<file path="src/rtl/pic_vec_pkg.sv">
package pic_vec_pkg;
  localparam logic [1:0] A_CFG  = 2'd0;
  localparam logic [1:0] A_MASK = 2'd1;
  localparam logic [1:0] A_STAT = 2'd2;
  localparam logic [1:0] A_VEC  = 2'd3;

  localparam int VEC_LSB = 11;

  typedef struct packed {
    logic [7:0] slots;
    logic [2:0] lvl;
    logic [4:0] prom;
    logic       en;
  } cfg_t;

  localparam cfg_t CFG_RST = '{slots: 8'h1B, lvl: 3'd0, prom: 5'd0, en: 1'b0};

  function automatic cfg_t cfg_from_word(input logic [31:0] w);
    cfg_t c;
    c.slots = w[23:16];
    c.lvl   = w[15:13];
    c.prom  = w[12:8];
    c.en    = w[7];
    return c;
  endfunction

  function automatic logic [31:0] cfg_to_word(input cfg_t c);
    return {8'h00, c.slots, c.lvl, c.prom, c.en, 7'h00};
  endfunction
endpackage

</file>
<file path="src/rtl/pic_vec_pending.sv">
module pic_vec_pending #(
  parameter int NUM_SRC = 32
) (
  input  logic               clk_i,
  input  logic               rst_ni,
  input  logic [NUM_SRC-1:1] req_i,
  input  logic               clr_we_i,
  input  logic               mask_we_i,
  input  logic [NUM_SRC-1:0] wdata_i,
  input  logic [NUM_SRC-1:0] mask_q_i,
  output logic [NUM_SRC-1:0] status_o
);
  logic [NUM_SRC-1:0] status_q, status_d, clr;
  logic               race;

  assign clr  = clr_we_i ? wdata_i : '0;
  // source requesting while its enable is being dropped
  assign race = mask_we_i & (|(mask_q_i[NUM_SRC-1:1] & ~wdata_i[NUM_SRC-1:1] & req_i));

  always_comb begin
    status_d             = status_q & ~clr;
    status_d[NUM_SRC-1:1] = status_d[NUM_SRC-1:1] | req_i;
    status_d[0]          = status_d[0] | race;
  end

  always_ff @(posedge clk_i or negedge rst_ni) begin
    if (!rst_ni) status_q <= '0;
    else         status_q <= status_d;
  end

  assign status_o = status_q;
endmodule

</file>
<file path="src/rtl/pic_vec_arbiter.sv">
module pic_vec_arbiter #(
  parameter int NUM_SRC = 32,
  localparam int VW = $clog2(NUM_SRC),
  localparam int CB = NUM_SRC - 4
) (
  input  logic [NUM_SRC-1:1] active_i,
  input  logic [7:0]         slots_i,
  input  logic [VW-1:0]      prom_i,
  output logic [VW-1:0]      vec_o
);
  logic [VW-1:0] pos_src [1:NUM_SRC-1];

  // rank position p maps to a source; channel positions read the slot field
  for (genvar p = 1; p < NUM_SRC; p++) begin : g_pos
    if (p < CB) begin : g_fix
      assign pos_src[p] = VW'(p);
    end else begin : g_chan
      assign pos_src[p] = VW'(CB) + VW'(slots_i[2*(NUM_SRC-1-p) +: 2]);
    end
  end

  always_comb begin
    vec_o = '0;
    for (int p = 1; p < NUM_SRC; p++) begin
      if (active_i[pos_src[p]]) vec_o = pos_src[p];
    end
    if (prom_i != '0) begin
      if (active_i[prom_i]) vec_o = prom_i;
    end
  end
endmodule

</file>
<file path="src/rtl/pic_vec_ctrl.sv">
module pic_vec_ctrl
  import pic_vec_pkg::*;
#(
  parameter int NUM_SRC = 32,
  localparam int VW = $clog2(NUM_SRC)
) (
  input  logic               clk_i,
  input  logic               rst_ni,
  input  logic [NUM_SRC-1:1] req_i,
  input  logic               we_i,
  input  logic [1:0]         addr_i,
  input  logic [31:0]        wdata_i,
  output logic [31:0]        rdata_o,
  output logic               irq_o,
  output logic [2:0]         irq_level_o
);
  cfg_t               cfg_q;
  logic [NUM_SRC-1:0] mask_q, status;
  logic [VW-1:0]      vec_q, win;
  logic               irq_q, glb_en;
  logic               cfg_we, mask_we, stat_we, ack;

  assign cfg_we  = we_i && addr_i == A_CFG;
  assign mask_we = we_i && addr_i == A_MASK;
  assign stat_we = we_i && addr_i == A_STAT;
  assign ack     = we_i && addr_i == A_VEC && wdata_i[0];
  assign glb_en  = cfg_q.en;

  always_ff @(posedge clk_i or negedge rst_ni) begin
    if (!rst_ni) begin
      cfg_q  <= CFG_RST;
      mask_q <= '0;
    end else begin
      if (cfg_we)  cfg_q  <= cfg_from_word(wdata_i);
      if (mask_we) mask_q <= wdata_i[NUM_SRC-1:0];
    end
  end

  pic_vec_pending #(.NUM_SRC(NUM_SRC)) u_pending (
    .clk_i     (clk_i),
    .rst_ni    (rst_ni),
    .req_i     (req_i),
    .clr_we_i  (stat_we),
    .mask_we_i (mask_we),
    .wdata_i   (wdata_i[NUM_SRC-1:0]),
    .mask_q_i  (mask_q),
    .status_o  (status)
  );

  pic_vec_arbiter #(.NUM_SRC(NUM_SRC)) u_arb (
    .active_i (status[NUM_SRC-1:1] & mask_q[NUM_SRC-1:1]),
    .slots_i  (cfg_q.slots),
    .prom_i   (cfg_q.prom[VW-1:0]),
    .vec_o    (win)
  );

  always_ff @(posedge clk_i or negedge rst_ni) begin
    if (!rst_ni) begin
      vec_q <= '0;
      irq_q <= 1'b0;
    end else begin
      if (ack) vec_q <= win;
      irq_q <= glb_en & (status[0] | (|(status[NUM_SRC-1:1] & mask_q[NUM_SRC-1:1])));
    end
  end

  always_comb begin
    unique case (addr_i)
      A_CFG:   rdata_o = cfg_to_word(cfg_q);
      A_MASK:  rdata_o = 32'(mask_q);
      A_STAT:  rdata_o = 32'(status);
      default: rdata_o = 32'(5'(vec_q)) << VEC_LSB;
    endcase
  end

  assign irq_o       = irq_q;
  assign irq_level_o = cfg_q.lvl;
endmodule

</file>
<file path="config.mk">
export PLATFORM = sky130hd
export DESIGN_NAME = pic_vec_ctrl
export DESIGN_NICKNAME = d
export VERILOG_FILES = /design/src/rtl/pic_vec_pkg.sv /design/src/rtl/pic_vec_pending.sv /design/src/rtl/pic_vec_arbiter.sv /design/src/rtl/pic_vec_ctrl.sv
export SDC_FILE = /design/constraint.sdc
export NUM_CORES = 1
export LEC_CHECK = 0
export BUFFER_PORTS_ARGS = -buffer_cell sky130_fd_sc_hd__buf_4
export CAP_MARGIN = 20
export CELL_PAD_IN_SITES_DETAIL_PLACEMENT = 0
export CELL_PAD_IN_SITES_GLOBAL_PLACEMENT = 1
export CORE_MARGIN = 4
export CORE_UTILIZATION = 40
export CTS_CLUSTER_SIZE = 20
export DETAILED_ROUTE_END_ITERATION = 8
export PLACE_DENSITY_LB_ADDON = 0.1
export SYNTH_ARGS = -nofsm -noshare
export SYNTH_HDL_FRONTEND = slang
export SYNTH_SLANG_ARGS = --single-unit
</file>
<file path="constraint.sdc">
create_clock -name clk_i -period 4 [get_ports clk_i]
set_input_delay 0.6 -clock clk_i [delete_from_list [all_inputs] [get_ports clk_i]]
set_output_delay 0.6 -clock clk_i [all_outputs]
set_load 0.005 [all_outputs]
</file>
# Yosys cells after proc, flatten, opt, wreduce, memory -nomap -nowiden
# Index checks and enable logic that the tools add are counted.
word_totals:
  mem_bits_ro: 0
  word_cells: 85
  ramBits: 0
  mem_count: 0
  out_inout_bits: 36
  reg_bits: 87
  latchBits: 0
  in_bits: 68
classes:
  eq_ne: 3
  n_mux: 45
  shift: 0
  magnitude_cmp: 5
  bitwise: 11
  reduce_logical: 9
  div: 0
  add_sub_neg: 4
  multipliers: 0
op_table:
  columns: ["op", "count"]
  rows:
  - ["5-bit 2-to-1 mux", 32]
  - ["32-bit one-hot mux with 3 select lines", 1]
  - ["31-bit bitwise AND", 3]
  - ["31-bit OR reduction", 2]
  - ["32-bit bitwise AND", 1]
  - ["32-bit 2-to-1 mux", 1]
  - ["32-bit NOT", 1]
  - ["31-bit NOT", 1]
  - ["31-bit bitwise OR", 1]
  - ["5-bit by 6-bit less-than comparator with 1-bit output (second input constant)", 5]
  - ["1-bit binary-select mux with 5-bit select", 5]
  - ["3-bit by 3-bit adder with 4-bit output (first input constant)", 4]
  - ["1-bit 2-to-1 mux", 6]
  - ["1-bit logical AND", 5]
  - ["5-bit nonzero test", 1]
  - ["2-bit equality test (second input constant)", 2]
  - ["1-bit bitwise AND", 2]
  - ["2-bit by 1-bit equality test with 1-bit output (second input constant)", 1]
  - ["2-bit zero test", 1]
  - ["1-bit bitwise OR", 2]

# Longest topological paths before layout
# Gate-level depths: netlist of run 1.
depth:
  depth_word: 34
  mapped_depth: 8

# Cells and area by module
# Synthesis of run 1 repeated with hierarchy kept, for this count alone.
hier_totals:
  hier_cells: 507
  hier_area_um2: 5292.6
modules_own_cells:
  columns: ["mod", "seq_area_each_um2", "n_inst", "cells_each", "area_each_um2"]
  rows:
  - ["pic_vec_ctrl", 1381.3, 1, 232, 2870.3]
  - ["pic_vec_pending", 800.8, 1, 146, 1448.9]
  - ["pic_vec_arbiter", 0.0, 1, 129, 973.4]

# Worst setup path before layout of run 1
# OpenSTA, ideal clock, no wires.
synth_timing:
  path_type: "input port to output port"
  from: "input addr_i[0]"
  to: "output rdata_o[12]"
  arrival_ns: 1.669
  setup_slack_ns: 1.731
  cell_stages: 3
  required_time_ns: 3.400
  path_buffers: 2
  path_cell_list: "buf_1 -> buf_2 -> mux4_2"
synth_via:
  elab_chain_len: 2
  elab_cells_between_ends: 4
  cone_classes: "eq/ne (2); mux (1); reduce/logical (1)"
synth_rtl:
  columns: ["element", "line", "text"]
  rows:
  - ["start, declared", "pic_vec_ctrl.sv:11", "input logic [1:0] addr_i,"]
  - ["2-bit equality test, or another cell as far along", "pic_vec_ctrl.sv:68", "unique case (addr_i)"]
  - ["32-bit one-hot mux with 3 select lines (*)", "pic_vec_ctrl.sv:68", null]
  - ["end, declared", "pic_vec_ctrl.sv:13", "output logic [31:0] rdata_o,"]
# Mark *: on every way between the ends. The rest lies on a longest branch, timed or not.

# Worst setup path in the final report of run 1
layout_timing:
  from: "input addr_i[1]"
  to: "output rdata_o[23]"
# The elaborated chain is that of the path after synthesis.

==> results.cfg, run 1 <==
[cts]
cts_tree = yes
post_cts_buffers = 0
cts.sinks = 87
cts_made_buffers = 9
cts-htree-levels = 3
root_buffer = clkbuf_16
worstSkewPairLatency_ns = 0.35
clk_pin_slew_ns = 0.07
clockBufferDepth = 2
ctsHoldBuffers = 0
cts_resized = 0

[sta]
slew_violations = 0
finalCritPeriodShare = 0.748
fin_tns_setup_ns = 0
whs_ns = 0.195
hold_violations = 0
max_freq_mhz = 334
fin_crit_ns = 2.99
fin_ws_ns = 1.01
worst_pin_slew_ns = 1.02
slew_headroom = 0.317
fin_skew_ns = 0.00776
setup_viol = 0
rsz0062_at_grt = false

[critical_path]
end_kind = primary output
cp_common_cell = buf_4
required_ns = 3.40
cp_slowest_stage_delay_ns = 0.89
arrival_ns = 2.39
path_delay_family = simple AND/OR/NAND/NOR gates
crit_slowest_cell = nor2b_2
setup.worst_path.start_class = input pin
cp_max_fo = 23
worstSetupPathType = input pin to primary output
critPathBufInv = 3
crit_chain = buf_4, nor2b_2, buf_4, nand2_1, o21ai_0, buf_4

[route]
wl_per_cell_um = 21.4
drt_pass1_iterations = 7
vias_per_cell = 5.74
drt_iter0_markers = 397
routed_wl_um = 16900
final_antenna_net_count = 0
vias = 4538
drc_errors = 0

[global_route]
antenna_found_initial = 0
grt_first_pass_wirelength_um = 26400
grt_overflow = 0
first_global_vias = 4639
groute.usage.overall = 0.235
grt_max_degree = 55

[synth]
synth_compound_area_frac = 0.180
ys_types = 57
synthSimpleGateAreaFrac = 0.202
synth_nets = 590
synth_common_cells = 101 x nand2_1, 83 x dfrtp_1, 40 x mux2_2
netlist_instances = 522
yosysWarnings = 0
async_flop_share = 1.00
synthTopCellsByArea = dfrtp_1 40%, mux2_2 8.6%, nand2_1 7.3%
synth_top_area_cell = dfrtp_1
yosys.area_share.xor_xnor = 0
ys_ff_latch = 87
synth_edf_count = 0
synth_area_um2 = 5230
synthAdderAreaFrac = 0
yosysSeqAreaShare = 0.418
synth_top_family_by_area = simple AND/OR/NAND/NOR gates
yosys-mux-area-fraction = 0.165
synth_most_common_cell = nand2_1
synthFlopType = dfrtp_1
synth_top_area_frac = 0.397
syn_avg_cell_area_um2 = 10.0

[cells_and_area]
final_area_um2 = 6500
fin_util = 0.511
antennaDiodeCount = 0
fin_cells = 791
drive_gt1_frac = 0.315
final_nets = 682
area_growth_pct = 24.4

[placement]
pre_cts_slack_ns = 1.05
port_buffers = 103
gp_congestion = 0.921
dp_hpwl_um = 12500
placed_area_um2 = 6150
dp.cells = 775

[die]
start_util = 0.411
die_h_um = 122
rows = 41
io_pins = 104
die_w_um = 122
die_area_um2 = 15000
coreArea_um2 = 12700

[min_path]
min-delay-path-class = input pin to async pin

[status]
outcome = finished clean

[power_and_ir_drop]
leakagePower_nw = 2.83
power_density_nw_per_um2 = 473
max-vdd-ir-drop_mv = 0.247
post-layout-total-power_mw = 3.07

[job]
maxCapViolCount = 0
[cell usage in the layout, fill, tap and decap left out, types with 5 or more instances in the layout]
cell type  count
a21oi_1        9
a22o_1        20
a31oi_1        8
o21ai_1        6
and3b_1       10
a22oi_1        7
and3_1         5
nand3b_1      19
mux2i_1       14
dfrtp_1       83
nor2_1         7
nand3_1       24
buf_4        108
mux2_2        40
nand2_1      101
o21ai_0       26
inv_1         12
clkbuf_16      9
a21o_1        32
nand4_1        6
mux4_2        12
[cell families (layout without fill, tap and decap cells)]
logic type             after synthesis  count (layout)
and+or+nand+nor                    198             198
DFF                                 87              87
muxes                               66              66
buffers and inverters               40             137
AOI/OAI and AO/OA                  131             131
[area by class of cell]
type | count | area [um^2]
fill | 1224 | 6220
multi-input combinational | 395 | 2870
sequential | 87 | 2180
timing repair buffer | 109 | 838
clock buffer | 11 | 253
tap | 172 | 215
clock inverter | 5 | 104
inverter | 12 | 45.0
[final timing paths]
kind / cells after the start / slack (ns) / from / endpoint
max: 6 / 1.01 / addr_i[1] / rdata_o[23]
min: 1 / 0.19 / rst_ni / u_pending.status_o[16]
max reg2reg: 6 / 1.69 / cfg_q[1] / vec_q[2]
min reg2reg: 2 / 0.49 / vec_q[2] / vec_q[2]
max in group asynchronous: 2 / 3.16 / rst_ni / cfg_q[9]
min in group clk_i: 2 / 0.43 / req_i[6] / u_pending.status_o[6]
[power by group]
group / internal, mW / switching, mW / total, mW
logic: 0.442 / 0.428 / 0.870
clock network: 0.644 / 0.357 / 1.00
registers: 1.01 / 0.190 / 1.20
[metal layers]
layer / routed length (um) / global-route usage / up-vias / share of wire
met5: 0 / 0 / - / 0
met4: 357 / 0.0749 / 0 / 0.021
met3: 932 / 0.0553 / 28 / 0.055
met2: 7750 / 0.359 / 138 / 0.46
met1: 7860 / 0.330 / 2243 / 0.47
li1: - / - / 2129 / -
[state kept, by name (all words and copies together), names as in the netlist]
register and flops:
cfg_q 13, u_pending.status_o 32, irq_level_o 3, glb_en 1, mask_q 32, vec_q 5
irq_o 1
(Power assumes the default switching activity.)
==> inputs of run 2 (changes only) <==
--- a/config.mk
+++ b/config.mk
@@ -5,12 +5,13 @@
 export SDC_FILE = /design/constraint.sdc
 export NUM_CORES = 1
 export LEC_CHECK = 0
+export ABC_AREA = 1
 export BUFFER_PORTS_ARGS = -buffer_cell sky130_fd_sc_hd__buf_4
 export CAP_MARGIN = 20
 export CELL_PAD_IN_SITES_DETAIL_PLACEMENT = 0
 export CELL_PAD_IN_SITES_GLOBAL_PLACEMENT = 1
 export CORE_MARGIN = 4
-export CORE_UTILIZATION = 40
+export CORE_UTILIZATION = 39
 export CTS_CLUSTER_SIZE = 20
 export DETAILED_ROUTE_END_ITERATION = 8
 export PLACE_DENSITY_LB_ADDON = 0.1
==> constraint.sdc (replaced) <==
create_clock -name clk_i -period 3.1 [get_ports clk_i]
set_input_delay 0.465 -clock clk_i [delete_from_list [all_inputs] [get_ports clk_i]]
set_output_delay 0.465 -clock clk_i [all_outputs]
set_load 0.005 [all_outputs]
==> run 2 against run 1 <==
Effect of this change:
- total power increased by 16%
- cell area down 2.1%
- non-clock buffer count is 5 higher
- clock skew decreased by 0.0017 ns
- register-to-register slack got worse by 1.0 ns
- combinational power grew 18%
- flip-flop and latch count stayed put
- die area barely moved
- critical endpoint is now vec_q[0]
- synthesized cell count up 39%
- largest power group unchanged
- setup slack worse by 0.34 ns
- area after synthesis shrank 2.4%
==> results.cfg, run 2 <==
[critical_path]
arrival_ns = 2.68
timing.rr.end = vec_q[0]
setup.worst_path.start_class = flop
cp_max_fo = 4
cp_slowest_stage_delay_ns = 0.41
worstSetupPathType = flop to flop
cp_common_cell = nand2_1
end_kind = flop
r2r_slack_ns = 0.67
critPathBufInv = 1
rr_startpoint = mask_q[1]
crit_slowest_cell = dfrtp_1
path_delay_family = simple AND/OR/NAND/NOR gates
ff2ff_path_depth = 36
required_ns = 3.34
cp.depth = 36

[synth]
synth_most_common_cell = nand2_1
synth_area_um2 = 5100
synthFlopType = dfrtp_1
synth_top_area_cell = dfrtp_1
ys_ff_latch = 87
ys_types = 34
netlist_instances = 725
syn_avg_cell_area_um2 = 7.03
yosysSeqAreaShare = 0.428
yosysWarnings = 0
synth_edf_count = 0
synthTopCellsByArea = dfrtp_1 41%, nand2_1 18%, o21ai_0 9.2%
synth_top_area_frac = 0.407
async_flop_share = 1.00
synth_nets = 793
synth_common_cells = 248 x nand2_1, 94 x o21ai_0, 93 x inv_1

[cells_and_area]
area_growth_pct = 24.9
final_nets = 892
nFillCells = 1315
drive_gt1_frac = 0.188
multi_input_comb_area_um2 = 2440
antennaDiodeCount = 0
final_cell_mix = 248 x nand2_1, 113 x buf_4, 94 x o21ai_0
seq_area_um2 = 2180
final_common_cell = nand2_1

[sta]
setup_viol = 0
finalCritPeriodShare = 0.785
max_freq_mhz = 411
fin_tns_setup_ns = 0
slew_violations = 0
slew_headroom = 0.452
fin_ws_ns = 0.665
fin_crit_ns = 2.43
rsz0062_at_grt = false
worst_pin_slew_ns = 0.815
hold_violations = 0
fin_skew_ns = 0.00606

[min_path]
min-delay-path-class = input pin to async pin

[global_route]
grt_max_degree = 50
antenna_found_initial = 0
groute.usage.overall = 0.229
grt_first_pass_wirelength_um = 26500
grt_overflow = 0
first_global_vias = 5063

[cts]
clockBufferDepth = 2
post_cts_buffers = 0
worstSkewPairLatency_ns = 0.35
clk_pin_slew_ns = 0.06
cts_resized = 0
root_buffer = clkbuf_16
ctsHoldBuffers = 0
cts-htree-levels = 3
cts.sinks = 87
cts_tree = yes
cts_made_buffers = 9

[power_and_ir_drop]
max-vdd-ir-drop_mv = 0.286
leakagePower_nw = 3.19
power_density_nw_per_um2 = 558

[route]
vias_per_cell = 5.16
final_antenna_net_count = 0
met1_length_um = 7990
drc_errors = 0
wl_per_cell_um = 16.5
route.met2.wl_um = 7190
vias = 5164
met3WireLength_um = 1030
routed_wl_um = 16500
drt_pass1_iterations = 6
drt_iter0_markers = 352
topRoutingLayerUsed = met4

[job]
maxCapViolCount = 0

[die]
coreArea_um2 = 12700
die_w_um = 122
die_area_um2 = 15000
start_util = 0.401
die_h_um = 122
rows = 41
io_pins = 104

[status]
outcome = finished clean

[placement]
pre_cts_slack_ns = 0.714
gp_congestion = 0.862
dp_hpwl_um = 12400
port_buffers = 103
run 2: cell types whose count changed after synthesis, sizes merged, moves of 14 or more:
cell / change
mux2: -40
nor3: +15
nand2: +161
nand3: +18
inv: +85
a21o: -31
mux2i: -14
nand3b: -19
o21ai: +66
run 2: cell type report:
cell class,count,area share
clock buffer,10,0.0360
timing repair buffer,114,0.136
sequential,87,0.343
tap,172,0.0338
clock inverter,6,0.00963
multi-input combinational,513,0.383
inverter,99,0.0583
run 2: per-layer routing:
layer / global-route usage / vias up
met2: 0.344 / 167
met1: 0.334 / 2422
met4: 0.0672 / 0
li1: - / 2557
met3: 0.0465 / 18
met5: 0 / -
run 2: how the worst max path moves through the flow:
| stage | startpoint | endpoint | slack, ns |
|---|---|---|---|
| 2_1_floorplan | mask_q[1] | vec_q[0] | 1.01 |
| 3_3_place_gp | mask_q[1] | vec_q[0] | 0.75 |
| 3_5_place_dp | mask_q[1] | vec_q[0] | 0.71 |
| 4_1_cts | mask_q[1] | vec_q[0] | 0.68 |
| 5_1_grt | mask_q[1] | vec_q[0] | 0.31 |
| 6_report | mask_q[1] | vec_q[0] | 0.67 |
run 2: stage by stage:
step	instances	power, mW	hold slack, ns	utilization	area (um^2)
final	1001	3.55	0.0924	0.501	6370
after global routing	1001	3.80	0.123	0.501	6370
after CTS	1001	3.58	0.108	0.501	6370
after detailed placement	985	2.49	0.475	0.478	6080
after global placement	985	2.48	0.468	0.478	6080
after floorplan	725	2.05	0.169	-	5100
run 2: kinds of logic (layout without fill, tap and decap cells):
kind of cell | count (synthesis) | after routing | share of synthesized area
AOI/OAI and AO/OA | 159 | 159 | 0.180
DFF | 87 | 87 | 0.428
buffers and inverters | 125 | 229 | 0.0942
and+or+nand+nor | 354 | 354 | 0.298
run 2: worst reg2reg max path, delay by kind of cell (launching register included):
| family | cells | cell delay, ns |
|---|---|---|
| buffers and inverters | 1 | 0.09 |
| and+or+nand+nor | 35 | 1.85 |
| DFF | 1 | 0.41 |
run 2: power breakdown:
group	internal, mW	switching (mW)	total, mW	leakage (nW)
logic	0.407	0.624	1.03	2.09
clock network	0.622	0.455	1.08	0.142
registers	1.29	0.158	1.45	0.966
total	2.32	1.24	3.55	3.19
